==> config.mk <==
export PLATFORM = sky130hd
export DESIGN_NAME = tmr_wdt_prescaler
export DESIGN_NICKNAME = d
export VERILOG_FILES = /design/src/rtl/presc_pkg.sv /design/src/rtl/presc_ctrl_reg.sv /design/src/rtl/presc_divider.sv /design/src/rtl/presc_rate_sel.sv /design/src/rtl/presc_route.sv /design/src/rtl/tmr_wdt_prescaler.sv
export SDC_FILE = /design/constraint.sdc
export NUM_CORES = 1
export LEC_CHECK = 0
export BUFFER_PORTS_ARGS = -buffer_cell sky130_fd_sc_hd__buf_2
export CAP_MARGIN = 20
export CORE_ASPECT_RATIO = 1.1
export CORE_UTILIZATION = 49
export CTS_CLUSTER_DIAMETER = 150
export CTS_CLUSTER_SIZE = 30
export DETAILED_ROUTE_END_ITERATION = 8
export GPL_TIMING_DRIVEN = 0
export PLACE_DENSITY = 0.75
export SLEW_MARGIN = 20
export SYNTH_ARGS = -nofsm -noshare
export SYNTH_HDL_FRONTEND = slang
export SYNTH_SLANG_ARGS = --single-unit
export TNS_END_PERCENT = 20
==> constraint.sdc <==
create_clock -name clk -period 5 [get_ports clk]
set_input_delay 0.25 -clock clk [delete_from_list [all_inputs] [get_ports clk]]
set_output_delay 0.25 -clock clk [all_outputs]
set_load 0.01 [all_outputs]
==> src/rtl/presc_pkg.sv <==
// Package: shared constants and types for the timer/watchdog prescaler.
// Assumes the divider is wide enough to hold the largest timer ratio.
package presc_pkg;
    localparam int CTRL_W   = 8;
    localparam int SEL_W    = 3;
    localparam int ASG_BIT  = 3;
    localparam int CNT_W    = 8;
    localparam logic [CTRL_W-1:0] CTRL_RST = 8'hFF;

    typedef enum logic {
        TGT_TIMER = 1'b0,
        TGT_WDOG  = 1'b1
    } presc_tgt_e;
endpackage

==> src/rtl/presc_ctrl_reg.sv <==
// Control byte register. Holds assignment bit and rate select.
// Assumes a single-cycle write strobe; reset value assigns the watchdog at max rate.
module presc_ctrl_reg
    import presc_pkg::*;
#(
    parameter int W       = CTRL_W,
    parameter int SW      = SEL_W,
    parameter int ABIT    = ASG_BIT,
    parameter logic [W-1:0] RST_VAL = CTRL_RST
) (
    input  logic          clk,
    input  logic          rst_n,
    input  logic          we,
    input  logic [W-1:0]  wdata,
    output logic [W-1:0]  ctrl_q,
    output presc_tgt_e    tgt,
    output logic [SW-1:0] sel
);
    // Capture the control byte on write, default on reset.
    always_ff @(posedge clk) begin
        if (!rst_n)
            ctrl_q <= RST_VAL;
        else if (we)
            ctrl_q <= wdata;
    end

    // Split the stored byte into its fields.
    always_comb begin
        tgt = presc_tgt_e'(ctrl_q[ABIT]);
        sel = ctrl_q[SW-1:0];
    end
endmodule

==> src/rtl/presc_divider.sv <==
// Free-running tick counter forming the ripple divider.
// Assumes clr has priority over counting; wraps at 2^CW.
module presc_divider #(
    parameter int CW = presc_pkg::CNT_W
) (
    input  logic          clk,
    input  logic          rst_n,
    input  logic          tick,
    input  logic          clr,
    output logic [CW-1:0] cnt
);
    // Count input ticks, restarting on clear.
    always_ff @(posedge clk) begin
        if (!rst_n)
            cnt <= '0;
        else if (clr)
            cnt <= '0;
        else if (tick)
            cnt <= cnt + 1'b1;
    end
endmodule

==> src/rtl/presc_rate_sel.sv <==
// Rate multiplexer: maps target and select code to a divider tap and
// flags the cycle where the low 'k' counter bits are all ones.
// Assumes CW >= 2^SW so the timer ratio for the top code fits.
module presc_rate_sel
    import presc_pkg::*;
#(
    parameter int CW = CNT_W,
    parameter int SW = SEL_W,
    localparam int KW = $clog2(CW + 1)
) (
    input  logic [CW-1:0] cnt,
    input  presc_tgt_e    tgt,
    input  logic [SW-1:0] sel,
    output logic          hit
);
    logic [CW:0]   tap_full;
    logic [KW-1:0] k;

    // Tap 0 is the undivided stream; tap j needs the low j bits at all ones.
    assign tap_full[0] = 1'b1;
    for (genvar j = 1; j <= CW; j++) begin : g_tap
        assign tap_full[j] = &cnt[j-1:0];
    end

    // Choose the exponent: watchdog uses the code, timer the code plus one.
    always_comb begin
        if (tgt == TGT_WDOG)
            k = KW'(sel);
        else
            k = KW'(sel) + KW'(1);
    end

    // Pick the selected tap.
    always_comb begin
        hit = tap_full[k];
    end
endmodule

==> src/rtl/presc_route.sv <==
// Routes the divided pulse to the assigned consumer and the raw tick to the other.
// Assumes 'restart' suppresses the divided pulse in its own cycle.
module presc_route
    import presc_pkg::*;
(
    input  logic       tick,
    input  logic       hit,
    input  logic       restart,
    input  presc_tgt_e tgt,
    output logic       tmr_en,
    output logic       wdt_en
);
    logic div_pulse;

    // Form the enable outputs from the divided and raw streams.
    always_comb begin
        div_pulse = tick & hit & ~restart;
        if (tgt == TGT_WDOG) begin
            wdt_en = div_pulse;
            tmr_en = tick;
        end else begin
            tmr_en = div_pulse;
            wdt_en = tick;
        end
    end
endmodule

==> src/rtl/tmr_wdt_prescaler.sv <==
// Top: shared prescaler for the timer/counter and watchdog.
// Assumes single-cycle ticks synchronous to clk and synchronous active-low reset.
module tmr_wdt_prescaler
    import presc_pkg::*;
(
    input  logic              clk,
    input  logic              rst_n,
    input  logic              tick_i,
    input  logic              ctrl_we_i,
    input  logic [CTRL_W-1:0] ctrl_wdata_i,
    input  logic              div_clr_i,
    output logic [CTRL_W-1:0] ctrl_o,
    output logic              tmr_en_o,
    output logic              wdt_en_o
);
    presc_tgt_e       tgt;
    logic [SEL_W-1:0] sel;
    logic [CNT_W-1:0] cnt;
    logic             hit;
    logic             restart;

    // A write or an explicit clear restarts the divider.
    always_comb begin
        restart = ctrl_we_i | div_clr_i;
    end

    presc_ctrl_reg u_ctrl (
        .clk    (clk),
        .rst_n  (rst_n),
        .we     (ctrl_we_i),
        .wdata  (ctrl_wdata_i),
        .ctrl_q (ctrl_o),
        .tgt    (tgt),
        .sel    (sel)
    );

    presc_divider #(.CW(CNT_W)) u_div (
        .clk   (clk),
        .rst_n (rst_n),
        .tick  (tick_i),
        .clr   (restart),
        .cnt   (cnt)
    );

    presc_rate_sel #(.CW(CNT_W), .SW(SEL_W)) u_rate (
        .cnt (cnt),
        .tgt (tgt),
        .sel (sel),
        .hit (hit)
    );

    presc_route u_route (
        .tick    (tick_i),
        .hit     (hit),
        .restart (restart),
        .tgt     (tgt),
        .tmr_en  (tmr_en_o),
        .wdt_en  (wdt_en_o)
    );
endmodule

* After elaboration in Yosys (flattened, before gate mapping) *
Index checks and enable logic that the tools add are counted.

operators by class
  $add $sub $neg = 2
  magnitude comparators = 1
  mux-type cells = 5
  bitwise logic cells = 5
  reduce and logical (&&, ||, !) cells = 8

operators with widths
  kind                 number
  $add 8x1->8 const B  1
  $reduce_and 8->1     1
  $reduce_and 7->1     1
  $reduce_and 6->1     1
  $lt 4x5->1 const B   1
  $reduce_and 5->1     1
  $add 3x1->4 const B  1
  $bmux 1 s4           1
  $mux 4               1
  $reduce_and 4->1     1
  $mux 1               3
  $reduce_and 3->1     1
  $and 1x1->1          2
  $not 1->1            2
  $reduce_and 2->1     1
  $reduce_or 2->1      1
  $or 1x1->1           1

storage, ports and cells
  register bits after elaboration = 16
  input port bits = 13
  output and inout bits = 10
  word-level logic and storage cells = 23

* Longest topological paths before layout *
Gate-level depths: netlist of run 1.

  word-level depth = 7
  mapped depth = 7
  gate-level depth less buffers = 6

* Hierarchy *
A second synthesis of run 1 with hierarchy kept.

second synthesis, totals
  cells, all modules = 106
  area total of the unflattened synthesis = 900.9 um^2

by module, submodules not included
  module             times used  cells each  area each (um^2)
  presc_divider      1           38          339.1
  presc_ctrl_reg     1           30          315.3
  presc_rate_sel     1           33          215.2
  presc_route        1           4           25.0
  tmr_wdt_prescaler  1           1           6.3

* Worst setup path after synthesis of run 1 *
No wires, ideal clock.

  path kind = flip-flop to output port
  from = register u_ctrl.ctrl_q[1]
  to = output port wdt_en_o
  data arrival time = 1,687 ps
  required time = 4,750 ps
  setup slack = 3,063 ps
  stages on the path, launching flop included = 6
  path buffers = 0
  cells stage by stage = dfxtp_1 > ha_1 > mux2i_2 > mux4_2 > nand2b_1 > a41oi_1

on the way
  word-level cells in the longest chain between the ends = 7

RTL lines
  element                         line                     source
  start, declared                 presc_ctrl_reg.sv:15     output logic [W-1:0] ctrl_q,
  start signal, assigned          presc_ctrl_reg.sv:24     ctrl_q <= wdata;
  $add 3x1->4                     presc_rate_sel.sv:30     k = KW'(sel) + KW'(1);
  $mux 4 *                        presc_rate_sel.sv:27     if (tgt == TGT_WDOG)
  $bmux 1 s4 *                    presc_rate_sel.sv:35     hit = tap_full[k];
  $mux 1 (implied by the code) *  presc_rate_sel.sv:35
  $and 1x1->1 * (2 in a row)      presc_route.sv:17        div_pulse = tick & hit & ~restart;
  $mux 1 *                        presc_route.sv:18        if (tgt == TGT_WDOG) begin
  end, declared                   tmr_wdt_prescaler.sv:14  output logic wdt_en_o

Every way passes the cells marked *; elsewhere a longest branch is shown, timed or not. The select of a mux whose other input is x is not followed.

* Final worst setup path of run 1 *
  from = register u_div.cnt[0]
  to = output port tmr_en_o

on the way
  word-level cells in the longest chain between the ends = 6
  elaborated cells between the ends (all ways) = 12

RTL lines
  element                                         line                     source
  start, declared                                 presc_divider.sv:10      output logic [CW-1:0] cnt
  start signal, assigned                          presc_divider.sv:19      cnt <= cnt + 1'b1;
  $reduce_and 8->1, or another cell as far along  presc_rate_sel.sv:22     assign tap_full[j] = &cnt[j-1:0];
  $bmux 1 s4 *                                    presc_rate_sel.sv:35
  $mux 1 (implied by the code) *                  presc_rate_sel.sv:35
  $and 1x1->1 * (2 in a row)                      presc_route.sv:17
  $mux 1 *                                        presc_route.sv:18
  end, declared                                   tmr_wdt_prescaler.sv:13  output logic tmr_en_o,

Marked as above.

==> metrics.cfg, run 1 <==
[worst_setup_path]
ff2ff_setup_slack_ns = 3.50
cp-start-kind = flop
cp_cell_sequence = ha_1 > and3_1 > buf_6 > ha_1 > mux4_2 > nand2b_1 > a41oi_1 > buf_2
r2r_end = u_div.cnt[4]
arrival_ns = 2.15
cp_common_cell = ha_1
cp_slowest_cell = mux4_2
cp.required_ns = 4.75
critPathLaunch = u_div.cnt[0]
worstReg2RegStart = u_div.cnt[0]
worstSetupPathType = reg2out
critPathBufInv = 2
cp.depth = 8
path_delay_family = multiplexers
cp_max_fo = 5
r2r_cells = 6
critPathMaxStageDelay_ns = 0.44
crit_path_end_kind = primary output

[hold_path]
hold_path.class = in2reg
worst_hold_path.endpoint = u_ctrl.ctrl_q[6]
min_from = ctrl_wdata_i[6]
hold_path_depth = 3

[grt]
grt_antenna_before_repair = 0
grt_pass1_wl_um = 2530
grt_start_max_net_pins = 11
grt_usage = 0.176
grt_overflow = 0
grt_pass1_vias = 622

[clock_tree]
cts_made_buffers = 3
clock-sinks = 16
clkTransAtPathRegs_ns = 0.09
cts_root_buf = clkbuf_4
cts_tree = built
htreeDepth = 1
clkLatencyLatePin_ns = 0.28
postCtsSetupRepairBufs = 0
postCtsResizedCells = 0
cts_buffer_depth = 2
ctsHoldBuffers = 0

[timing]
worst_pin_slew_ns = 0.628
fmax_mhz = 416
clock_skew_ns = 0.000934
finalCritPeriodShare = 0.481
fin_ws_ns = 2.60
rsz0062_at_grt = false
finalCriticalPeriod_ns = 2.40
maxSlewHeadroom = 0.581
setup_viol = 0
finalSetupTns_ns = 0
drv_slew = 0
hold_viol_final = 0

[placement]
dp_hpwl_um = 1230
pre_cts_ws_ns = 2.91
port_buffers = 19
place.gp.congestion = 0.718

[power_and_ir_drop]
ir_worst_vdd_v = 0.000138
p_leak_nw = 0.439
powerDensity_nw_per_um2 = 241

[synthesis]
ys_seq_area_frac = 0.361
avgSynthCellArea_um2 = 9.34
syn_inst = 95
ys_warn_count = 0
synth_seq_cells = 16
synthesis.nets = 112
syn_area_um2 = 887
synth_cell_types = 32

[job]
maxCapViolCount = 0

[drt]
drc = 0
drt_iter0_drc = 10
drt_wl_total_um = 1620
ant_nets = 0
vias = 732
dr.pass1.iters = 2
viasPerCell = 5.46
post_drt_wl_per_cell_um = 12.1

[floorplanning]
die_area_um2 = 1980
dieHeight_um = 46.6
core_area_um2 = 1630
initial_core_util = 0.543
die_w_um = 42.6
rows = 15
pin_count = 23

[final_layout]
drive_above_1_share = 0.282
nets = 136
area_delta_synth_final_pct = 15.7
final_cell_mix = buf_2, dfxtp_1, nand2_1, mux2i_1, nor2_1
insertedDiodeCount = 0
final_common_cell = buf_2
final_util = 0.628

[outcome]
status = complete, no violations

## worst max path at each step
stage | end | slack [ns]
2_1_floorplan | wdt_en_o | 3.06
3_3_place_gp | wdt_en_o | 2.91
3_5_place_dp | tmr_en_o | 2.91
4_1_cts | tmr_en_o | 2.59
5_1_grt | tmr_en_o | 2.52
6_report | tmr_en_o | 2.60
## Yosys cell counts
library cell  instances  area, µm²
nand4_1               4       25.0
and3_4                1       11.3
buf_4                 3       22.5
mux2i_2               1       13.8
ha_1                  4       50.1
a41oi_1               3       26.3
o221ai_1              1       8.76
and2_0                1       6.26
nand3b_1              1       7.51
buf_6                 2       22.5
and3_1                1       6.26
nor2_1                9       33.8
mux2i_1              10        100
nor2b_1               1       6.26
o211ai_1              2       15.0
and2_1                1       6.26
nand2b_1              1       6.26
o21ai_0               1       5.00
clkbuf_1              2       7.51
nor2b_2               1       8.76
dfxtp_1              16        320
inv_2                 1       3.75
mux4_2                1       22.5
a21oi_1               1       5.00
nor2_2                1       6.26
nand3_1               1       5.00
xnor2_1               3       26.3
o2111ai_1             1       8.76
nand2_1              13       48.8
o41ai_1               1       8.76
inv_1                 2       7.51
xor2_1                4       35.0
## flip-flops by register name (all words and copies together) (netlist names)
name and cells:
u_ctrl.ctrl_q 8, u_div.cnt 8
## logic make-up (layout without fill, tap and decap cells)
kind of cell             count (synthesis)  count (layout)  share of synthesized area
adder cells (fa/ha/maj)                  4               4                     0.0564
AND/OR/NAND/NOR                         36              36                      0.200
flip-flops                              16              16                      0.361
XOR/XNOR                                 7               7                     0.0691
AO/OA/AOI/OAI                           10              10                     0.0874
buffers and inverters                   10              32                     0.0719
multiplexers                            12              12                      0.154
## area by class of cell
| type | count | area (µm²) |
|---|---|---|
| plain buffers | 7 | 52.6 |
| clock buffers | 3 | 22.5 |
| fillers | 154 | 607 |
| inverters | 3 | 11.3 |
| multi-input cells | 69 | 503 |
| flip-flops and latches | 16 | 320 |
| well taps | 17 | 21.3 |
| repair buffers | 19 | 95.1 |
## worst reg2reg max path, stage by stage (launching register included)
cell	delay, ns
dfxtp_1	0.36
ha_1	0.24
and3_1	0.19
buf_6	0.12
ha_1	0.26
mux2i_1	0.16
nor2_1	0.05
## where the power goes
part	switching [W]	leakage [nW]	internal [W]
registers	0.00000326	0.131	0.000132
clock network	0.0000390	0.0138	0.0000280
logic	0.0000234	0.294	0.0000217
total	0.0000657	0.439	0.000181
## per-stage QoR
step | cells | power [W] | hold WS (ns) | instance area, µm²
6_report | 134 | 0.000247 | 0.177 | 1030
2_1_floorplan | 95 | 0.000170 | 0.379 | 887
5_1_grt | 134 | 0.000257 | 0.173 | 1030
3_3_place_gp | 131 | 0.000182 | 0.447 | 1000
4_1_cts | 134 | 0.000248 | 0.174 | 1030
3_5_place_dp | 131 | 0.000183 | 0.462 | 1000
## per-layer routing
| layer | GRT usage | vias to the layer above | share of wire |
|---|---|---|---|
| li1 | - | 379 | - |
| met4 | 0.113 | 0 | 0.022 |
| met3 | 0.0235 | 4 | 0.021 |
| met2 | 0.308 | 12 | 0.48 |
| met1 | 0.205 | 337 | 0.47 |
| met5 | 0 | - | 0 |
Power figures use the tool's default switching activity.
==> run 2, diff against run 1 <==
- CORE_UTILIZATION: 49 -> 45
- PLACE_DENSITY: 0.75 -> 0.72
- clock period: 5 -> 2.1 ns (I/O delays scaled with it)
==> metrics.cfg, run 2 (synthesized netlist as in run 1, its figures left out) <==
[outcome]
status = complete, no violations

[grt]
grt_usage = 0.201  ; +0.0249
grt_start_max_net_pins = 11  ; unchanged
grt_pass1_vias = 780  ; +25%
grt_pass1_wl_um = 3280  ; +30%
grt_antenna_before_repair = 0  ; unchanged
grt_overflow = 0  ; unchanged

[drt]
wirelength_met1_um = 861  ; +13%
dr_wl_met3_um = 39  ; +15%
routed.top_layer = met4
drt_wl_total_um = 1870  ; +15%
dr.pass1.iters = 4  ; +2
viasPerCell = 5.09  ; -6.9%
vias = 758  ; +3.6%
drt_iter0_drc = 9  ; -1
post_drt_wl_per_cell_um = 12.5  ; +3.7%
ant_nets = 0  ; unchanged
wl_met2_um = 939  ; +20%
drc = 0  ; unchanged

[timing]
finalSetupTns_ns = 0  ; unchanged
fin_ws_ns = 0.00383  ; -2.59 ns
setup_viol = 0  ; unchanged
maxSlewHeadroom = 0.588  ; +0.00650
rsz0062_at_grt = true
drv_slew = 0  ; unchanged
hold_ws_ns = 0.0331  ; -0.143 ns
worst_pin_slew_ns = 0.618  ; -0.00976 ns
finalCriticalPeriod_ns = 2.10
fmax_mhz = 477
finalCritPeriodShare = 0.998
hold_viol_final = 0  ; unchanged
clock_skew_ns = 0.00119  ; +0.000255 ns

[final_layout]
drive_above_1_share = 0.418  ; +0.136
fin_cells = 149  ; +11%
nFillCells = 161  ; +4.5%
seq_area_um2 = 330  ; +3.1%
final_common_cell = buf_2
area_delta_synth_final_pct = 31.5
nets = 140  ; +2.9%
insertedDiodeCount = 0  ; unchanged
multi_input_area_um2 = 581  ; +15%
final_cell_mix = buf_2, nand2_1, dfxtp_1, mux2i_1, nor2_1
top_regs = u_ctrl.ctrl_q x8, u_div.cnt x8

[clock_tree]
cts_tree = built
clkLatencyLatePin_ns = 0.28  ; about the same
cts_root_buf = clkbuf_4
clkTransAtPathRegs_ns = 0.10  ; about the same
htreeDepth = 1  ; unchanged
cts_buffer_depth = 2  ; unchanged
ctsHoldBuffers = 0  ; unchanged
clock-sinks = 16  ; unchanged
cts_made_buffers = 3  ; unchanged

[floorplanning]
initial_core_util = 0.487  ; -0.0563
rows = 16  ; +1
dieHeight_um = 48.6  ; +4.2%
die_w_um = 44.3  ; +4.1%
core_area_um2 = 1820  ; +12%
pin_count = 23  ; unchanged
die_area_um2 = 2150  ; +8.5%

[power_and_ir_drop]
ir_worst_vdd_v = 0.000451  ; +230%
powerDensity_nw_per_um2 = 566  ; +140%
p_leak_nw = 0.473  ; +7.6%

[placement]
dp_hpwl_um = 1210  ; -1.4%
dp.cells = 141  ; +7.6%
place.gp.congestion = 0.689  ; -4.1%
pre_cts_ws_ns = 0.151  ; -2.75 ns
port_buffers = 19  ; unchanged

[worst_setup_path]
critPathMaxStageDelay_ns = 0.56  ; +0.12 ns
cp_slowest_cell = mux4_2
cp.required_ns = 2.00  ; -2.75 ns
worstSetupPathType = reg2out
path_delay_family = multiplexers
critPathBufInv = 1  ; -1
cp-start-kind = flop
crit_path_end_kind = primary output
cp_max_fo = 6  ; +1
cp_cell_sequence = ha_4 > mux2i_4 > mux4_2 > nand2b_4 > a41oi_2 > buf_2
arrival_ns = 1.99  ; -0.16 ns

[job]
maxCapViolCount = 0  ; unchanged

[hold_path]
hold_path.class = in2reg

run 2: cell types whose count changed in the layout (fill, tap and decap cells not counted), sizes merged:
| cell | before | now |
|---|---|---|
| clkbuf | 5 | 6 |
| buf | 24 | 28 |
run 2: cell type report:
class	instances	area share
Multi-Input combinational cell	69	0.498
Sequential cell	16	0.283
Timing Repair Buffer	24	0.114
Inverter	3	0.00966
Tap cell	27	0.0290
Clock buffer	4	0.0311
Buffer	6	0.0354
run 2: final timing paths:
path,from,end,slack [ns],cells after the start
worst min-delay path,ctrl_wdata_i[0],u_ctrl.ctrl_q[0],0.03,3
worst max register to register,u_div.cnt[1],u_div.cnt[4],0.84,5
worst min register to register,u_ctrl.ctrl_q[5],u_ctrl.ctrl_q[5],0.48,2
worst max-delay path,u_ctrl.ctrl_q[1],wdt_en_o,0.004,6
run 2: power breakdown:
group	internal, W	switching [W]	total, W
logic	0.0000664	0.0000667	0.000133
registers	0.000313	0.00000810	0.000321
clock network	0.000105	0.000101	0.000207
total	0.000484	0.000176	0.000660
run 2: what timing repair did:
item	CTS	global route
endpoints found under the setup margin	2	2
pin swaps	3	3
resized for setup	16	1
buffers inserted	5	0
run 2: metrics by stage:
step / utilization / cell area, µm² / total power [W]
after floorplan: - / 887 / 0.000404
after global placement: 0.558 / 1020 / 0.000433
after detailed placement: 0.558 / 1020 / 0.000436
after CTS: 0.636 / 1160 / 0.000661
after global routing: 0.640 / 1170 / 0.000693
final: 0.640 / 1170 / 0.000660
run 2: per-layer routing:
layer / global-route usage / vias up
li1: - / 388
met1: 0.255 / 354
met2: 0.324 / 14
met3: 0.0336 / 2
met4: 0.0909 / 0
met5: 0 / -
run 2: worst register-to-register path: cells and delay by family, from the launching register on:
kind	cells	cell delay, ns
multiplexers	1	0.13
adder cells (fa/ha/maj)	2	0.40
AND/OR/NAND/NOR	2	0.26
flip-flops	1	0.37
